==> config.mk <==
export PLATFORM = sky130hd
export DESIGN_NAME = isc_top
export DESIGN_NICKNAME = d
export VERILOG_FILES = /design/src/rtl/isc_pkg.sv /design/src/rtl/isc_bus_decode.sv /design/src/rtl/isc_status_reg.sv /design/src/rtl/isc_mask_reg.sv /design/src/rtl/isc_irq_gen.sv /design/src/rtl/isc_top.sv
export SDC_FILE = /design/constraint.sdc
export NUM_CORES = 1
export LEC_CHECK = 0
export BUFFER_PORTS_ARGS = -buffer_cell sky130_fd_sc_hd__buf_2
export CAP_MARGIN = 30
export CORE_AREA = 2 2 64 66
export DETAILED_ROUTE_END_ITERATION = 7
export DIE_AREA = 0 0 66 68
export HOLD_SLACK_MARGIN = 0.06
export PLACE_DENSITY = 0.74
export SYNTH_ARGS = -nofsm -noshare
export SYNTH_HDL_FRONTEND = slang
export SYNTH_SLANG_ARGS = --single-unit
==> constraint.sdc <==
create_clock -name clk_i -period 1 [get_ports clk_i]
set_input_delay 0.05 -clock clk_i [delete_from_list [all_inputs] [get_ports clk_i]]
set_output_delay 0.05 -clock clk_i [all_outputs]
set_load 0.05 [all_outputs]
==> src/rtl/isc_pkg.sv <==
package isc_pkg;
  typedef enum logic [1:0] {SEL_NONE, SEL_STAT, SEL_MASK} reg_sel_e;
  localparam logic [2:0] STAT_OFS = 3'h0;
  localparam logic [2:0] MASK_OFS = 3'h4;
  localparam int DMA_SUMMARY_BIT = 3;
endpackage

==> src/rtl/isc_bus_decode.sv <==
module isc_bus_decode
  import isc_pkg::*;
#(
  parameter int DW   = 32,
  parameter int AW   = 3,
  parameter int NSRC = 11
) (
  input  logic            req_i,
  input  logic            we_i,
  input  logic [AW-1:0]   addr_i,
  input  logic            wide_i,
  input  logic [DW-1:0]   wdata_i,
  input  logic [NSRC-1:0] stat_q_i,
  input  logic [NSRC-1:0] mask_q_i,
  output logic            wr_stat_o,
  output logic            wr_mask_o,
  output logic [NSRC-1:0] wd_o,
  output logic [DW-1:0]   rdata_o
);
  localparam int HW = DW / 2;

  reg_sel_e sel;
  logic [DW-1:0] wd_full, rd_full;

  always_comb begin
    sel = SEL_NONE;
    if (addr_i == STAT_OFS[AW-1:0]) sel = SEL_STAT;
    else if (addr_i == MASK_OFS[AW-1:0]) sel = SEL_MASK;
  end

  assign wr_stat_o = req_i && we_i && (sel == SEL_STAT);
  assign wr_mask_o = req_i && we_i && (sel == SEL_MASK);

  // 16-bit access only carries the low half
  assign wd_full = wide_i ? wdata_i : {{(DW-HW){1'b0}}, wdata_i[HW-1:0]};
  assign wd_o    = wd_full[NSRC-1:0];

  always_comb begin
    rd_full = '0;
    if (req_i && !we_i) begin
      case (sel)
        SEL_STAT: rd_full[NSRC-1:0] = stat_q_i;
        SEL_MASK: rd_full[NSRC-1:0] = mask_q_i;
        default:  rd_full = '0;
      endcase
    end
    if (!wide_i) rd_full[DW-1:HW] = '0;
  end

  assign rdata_o = rd_full;
endmodule

==> src/rtl/isc_status_reg.sv <==
module isc_status_reg #(
  parameter int NSRC = 11
) (
  input  logic            clk_i,
  input  logic            rst_ni,
  input  logic            wr_i,
  input  logic [NSRC-1:0] wd_i,
  input  logic [NSRC-1:0] src_i,
  output logic [NSRC-1:0] stat_d_o,
  output logic [NSRC-1:0] stat_q_o
);
  for (genvar k = 0; k < NSRC; k++) begin : g_bit
    logic kept;
    assign kept        = wr_i ? (stat_q_o[k] & wd_i[k]) : stat_q_o[k];
    // source wins over a same-cycle acknowledge
    assign stat_d_o[k] = src_i[k] | kept;

    always_ff @(posedge clk_i or negedge rst_ni) begin
      if (!rst_ni) stat_q_o[k] <= 1'b0;
      else         stat_q_o[k] <= stat_d_o[k];
    end
  end
endmodule

==> src/rtl/isc_mask_reg.sv <==
module isc_mask_reg #(
  parameter int NSRC = 11
) (
  input  logic            clk_i,
  input  logic            rst_ni,
  input  logic            wr_i,
  input  logic [NSRC-1:0] wd_i,
  output logic [NSRC-1:0] mask_d_o,
  output logic [NSRC-1:0] mask_q_o
);
  assign mask_d_o = wr_i ? wd_i : mask_q_o;

  always_ff @(posedge clk_i or negedge rst_ni) begin
    if (!rst_ni) mask_q_o <= '0;
    else         mask_q_o <= mask_d_o;
  end
endmodule

==> src/rtl/isc_irq_gen.sv <==
module isc_irq_gen #(
  parameter int NSRC = 11
) (
  input  logic            clk_i,
  input  logic            rst_ni,
  input  logic [NSRC-1:0] stat_d_i,
  input  logic [NSRC-1:0] mask_d_i,
  output logic            irq_o
);
  // built from next-state values so irq tracks the registers without lag
  always_ff @(posedge clk_i or negedge rst_ni) begin
    if (!rst_ni) irq_o <= 1'b0;
    else         irq_o <= |(stat_d_i & mask_d_i);
  end
endmodule

==> src/rtl/isc_top.sv <==
module isc_top #(
  parameter int DW   = 32,
  parameter int AW   = 3,
  parameter int NSRC = 11
) (
  input  logic            clk_i,
  input  logic            rst_ni,
  input  logic            req_i,
  input  logic            we_i,
  input  logic [AW-1:0]   addr_i,
  input  logic            wide_i,
  input  logic [DW-1:0]   wdata_i,
  output logic [DW-1:0]   rdata_o,
  input  logic [NSRC-1:0] src_i,
  output logic            irq_o
);
  logic            wr_stat, wr_mask;
  logic [NSRC-1:0] wd, stat_d, stat_q, mask_d, mask_q;

  isc_bus_decode #(.DW(DW), .AW(AW), .NSRC(NSRC)) u_dec (
    .req_i, .we_i, .addr_i, .wide_i, .wdata_i,
    .stat_q_i(stat_q), .mask_q_i(mask_q),
    .wr_stat_o(wr_stat), .wr_mask_o(wr_mask), .wd_o(wd), .rdata_o
  );

  isc_status_reg #(.NSRC(NSRC)) u_stat (
    .clk_i, .rst_ni, .wr_i(wr_stat), .wd_i(wd), .src_i,
    .stat_d_o(stat_d), .stat_q_o(stat_q)
  );

  isc_mask_reg #(.NSRC(NSRC)) u_mask (
    .clk_i, .rst_ni, .wr_i(wr_mask), .wd_i(wd),
    .mask_d_o(mask_d), .mask_q_o(mask_q)
  );

  isc_irq_gen #(.NSRC(NSRC)) u_irq (
    .clk_i, .rst_ni, .stat_d_i(stat_d), .mask_d_i(mask_d), .irq_o
  );
endmodule

==> impl_metrics.tcl <==
set metrics [dict create \
    status "finished, violations left" \
    violations "setup timing" \
    cp_slowest_cell "dfrtp_1" \
    drv_slew 0 \
    drt-vias-per-instance 4.878 \
    drive_above_1_share_pct 43.50 \
    critical_path_class "register to primary output" \
    synth_top_family_by_area "multiplexers" \
    dieWidth_um 66 \
    worstHoldStart "wdata_i[5]" \
    dp_hpwl_um 2703 \
    clk_latency_ns 0.27 \
    synth_area_leader_cell "dfrtp_1" \
    initial_core_util_pct 38.16 \
    fin_worst_skew_ns 0.001465 \
    area_growth_pct 65.82 \
    cp.required_ns 0.95 \
    first_pass_iters 4 \
    numClockSinks 23 \
    synthCells 156 \
    num_vias 1444 \
    grt_usage_pct 17.95 \
    reg2reg_to "u_irq.irq_o" \
    synth_simple_gate_area_share_pct 14.37 \
    yosys_warnings 0 \
    die_h_um 68 \
    hold-path-endpoint "u_stat.stat_q_o[5]" \
    fin_ws_ns -0.2351 \
    power_mw 2.820 \
    cts_htree_levels 1 \
    yosysMostFrequentCell "dfrtp_1" \
    finalCritPeriodShare_pct 123.5 \
    drt_wl_total_um 4171 \
    grt_start_max_net_pins 24 \
    synth_flop_cell "dfrtp_1" \
    synth_area_leaders "dfrtp_1 39%, buf_4 11%, mux2_1 7.7%" \
    fmax_mhz 809.7 \
    ioPinCount 84 \
    max_stage_delay_ns 0.40 \
    fillers 327 \
    grt_pass1_wl_um 6147 \
    ys_types 28 \
    drt_iter0_drc 95 \
    worst_pin_slew_ns 0.5446 \
    crit_chain "buf_4 > mux2i_4 > nor2_4 > buf_6" \
    rsz0062_at_grt "yes" \
    synthTopCellsByCount "23 x dfrtp_1, 22 x buf_4, 19 x nor2_1, 16 x a21oi_1" \
    cts_buffers 3 \
    syn_area_per_cell_um2 9.432 \
    wl_per_cell_um 14.09 \
    place_congestion 0.7542 \
    numPortBuffers 40 \
    arrival_ns 1.19 \
    antenna_found_initial 0 \
    synth-compound-area-share_pct 16.07 \
    setup_viol 12 \
    async_flop_share_pct 100.0 \
    clkTransAtPathRegs_ns 0.08 \
    r2r_start "u_stat.stat_q_o[4]" \
    instances_no_fill 296 \
    relSlewSlack_pct 63.70 \
    die_area_um2 4488 \
    synth_mux_area_share_pct 16.16 \
    netlist.area_leader.share_pct 39.12 \
    hold_slack_ns 0.04213 \
    startpoint_type "register" \
    period_needed_ns 1.235 \
    r2r_setup_slack_ns -0.13 \
    worstHoldPathCells 3 \
    grt_overflow 0 \
    place_inst 265 \
    seq_area_frac_synth_pct 39.12 \
    clk_path_buf_depth 2 \
    cts_tree "done" \
    synth_xor_area_share_pct 0 \
    hold_violations 0 \
    reg2reg_depth 4 \
    post-route-drc-count 0 \
    synth_edf_count 0 \
    path_max_fanout 2 \
    core-area_um2 3856 \
    maxCapViolations 0 \
    leakage_nw 1.103 \
    preCtsSetupSlack_ns -0.4044 \
    detail-route-antenna-nets 0 \
    path_delay_family "flip-flops" \
    worst-path-buf-inv 2 \
    root_buffer "clkbuf_8" \
    grt_pass1_vias 1379 \
    antennaDiodeCount 0 \
    synth_fa_ha_area_share_pct 0 \
    cp-end-kind "primary output" \
    powerDensity_nw_per_um2 1156 \
    synth_area_um2 1471 \
    hp-class "input pin to register" \
    final_nets 298 \
    synth_seq_cells 23 \
    peakVddDrop_mv 0.5429 \
    row_count 23 \
]
cells in the final DEF (no fill, tap or decap), types with 6 or more instances in the layout:
cell type and n:
mux2i_1 6, dfrtp_1 23, conb_1 21, buf_4 24
nor2_1 7, a211oi_1 7, nand2b_1 11, a21oi_1 15
buf_6 14, o21ai_1 11, nor2_4 11, mux2_4 9
buf_2 28, dlygate4sd3_1 23
per-stage QoR:
step | TNS (ns) | util (%) | cell area, um^2
floorplan | -1.987 | - | 1663
global placement | -8.182 | 49.71 | 1917
detailed placement | -9.178 | 49.71 | 1917
CTS | -2.598 | 59.47 | 2293
global route | -2.963 | 63.27 | 2440
finish | -2.598 | 63.27 | 2440
layout make-up:
class	count	area, um^2	share of cell area (%)
multi-input combinational	123	950.9	38.97
timing repair buffer	94	798.3	32.72
sequential	23	575.6	23.59
tap	50	62.56	2.564
clock buffer	4	45.04	1.846
inverter	2	7.507	0.3077
power breakdown:
part / total (mW) / internal, mW / switching, mW
sequential: 1.13 / 1.04 / 0.0949
clock: 0.598 / 0.285 / 0.312
combinational: 1.09 / 0.517 / 0.571
total: 2.82 / 1.84 / 0.978
cells by family (layout without fill, tap and decap cells):
family	count (synthesis)	in the layout
and+or+nand+nor	40	40
DFF	23	23
AOI/OAI and AO/OA	40	40
muxes	22	22
other	1	21
buffers and inverters	30	100
what timing repair did:
| action | in CTS | in global routing |
|---|---|---|
| hold endpoints to repair | 42 | 3 |
| gates resized for setup | 34 | 29 |
| buffers inserted | 1 | 2 |
| cloned | 0 | 1 |
| hold buffers | 20 | 3 |
| pin swaps | 6 | 6 |
| setup endpoints to repair | 16 | 18 |
registers in the layout, indices dropped and copies added, names as in the netlist:
signal,cells
u_stat.stat_q_o,11
u_irq.irq_o,1
u_mask.mask_q_o,11
tightest hold or removal path, cell delays in order:
cell,delay [ns]
buf_2,0.10
o21ai_1,0.07
nand2b_1,0.06
worst max path at each step:
stage,cells past startpoint,endpoint,start,slack (ns)
detailed placement,8,u_irq.irq_o,we_i,-0.40
global route,4,rdata_o[4],u_mask.mask_q_o[4],-0.26
finish,4,rdata_o[4],u_mask.mask_q_o[4],-0.24
global placement,6,u_irq.irq_o,addr_i[0],-0.37
floorplan,7,u_irq.irq_o,addr_i[0],-0.22
CTS,6,rdata_o[3],addr_i[0],-0.25
layer usage:
layer,routed length (um),vias to the layer above,part of all wire (%),GRT usage [%]
met5,0,-,0,0
met4,57,0,1.4,6.378
met3,185,6,4.4,3.289
met2,2198,38,53,32.07
met1,1731,713,42,21.73
li1,-,687,-,-
No activity file was read; power rests on OpenSTA's default activity.
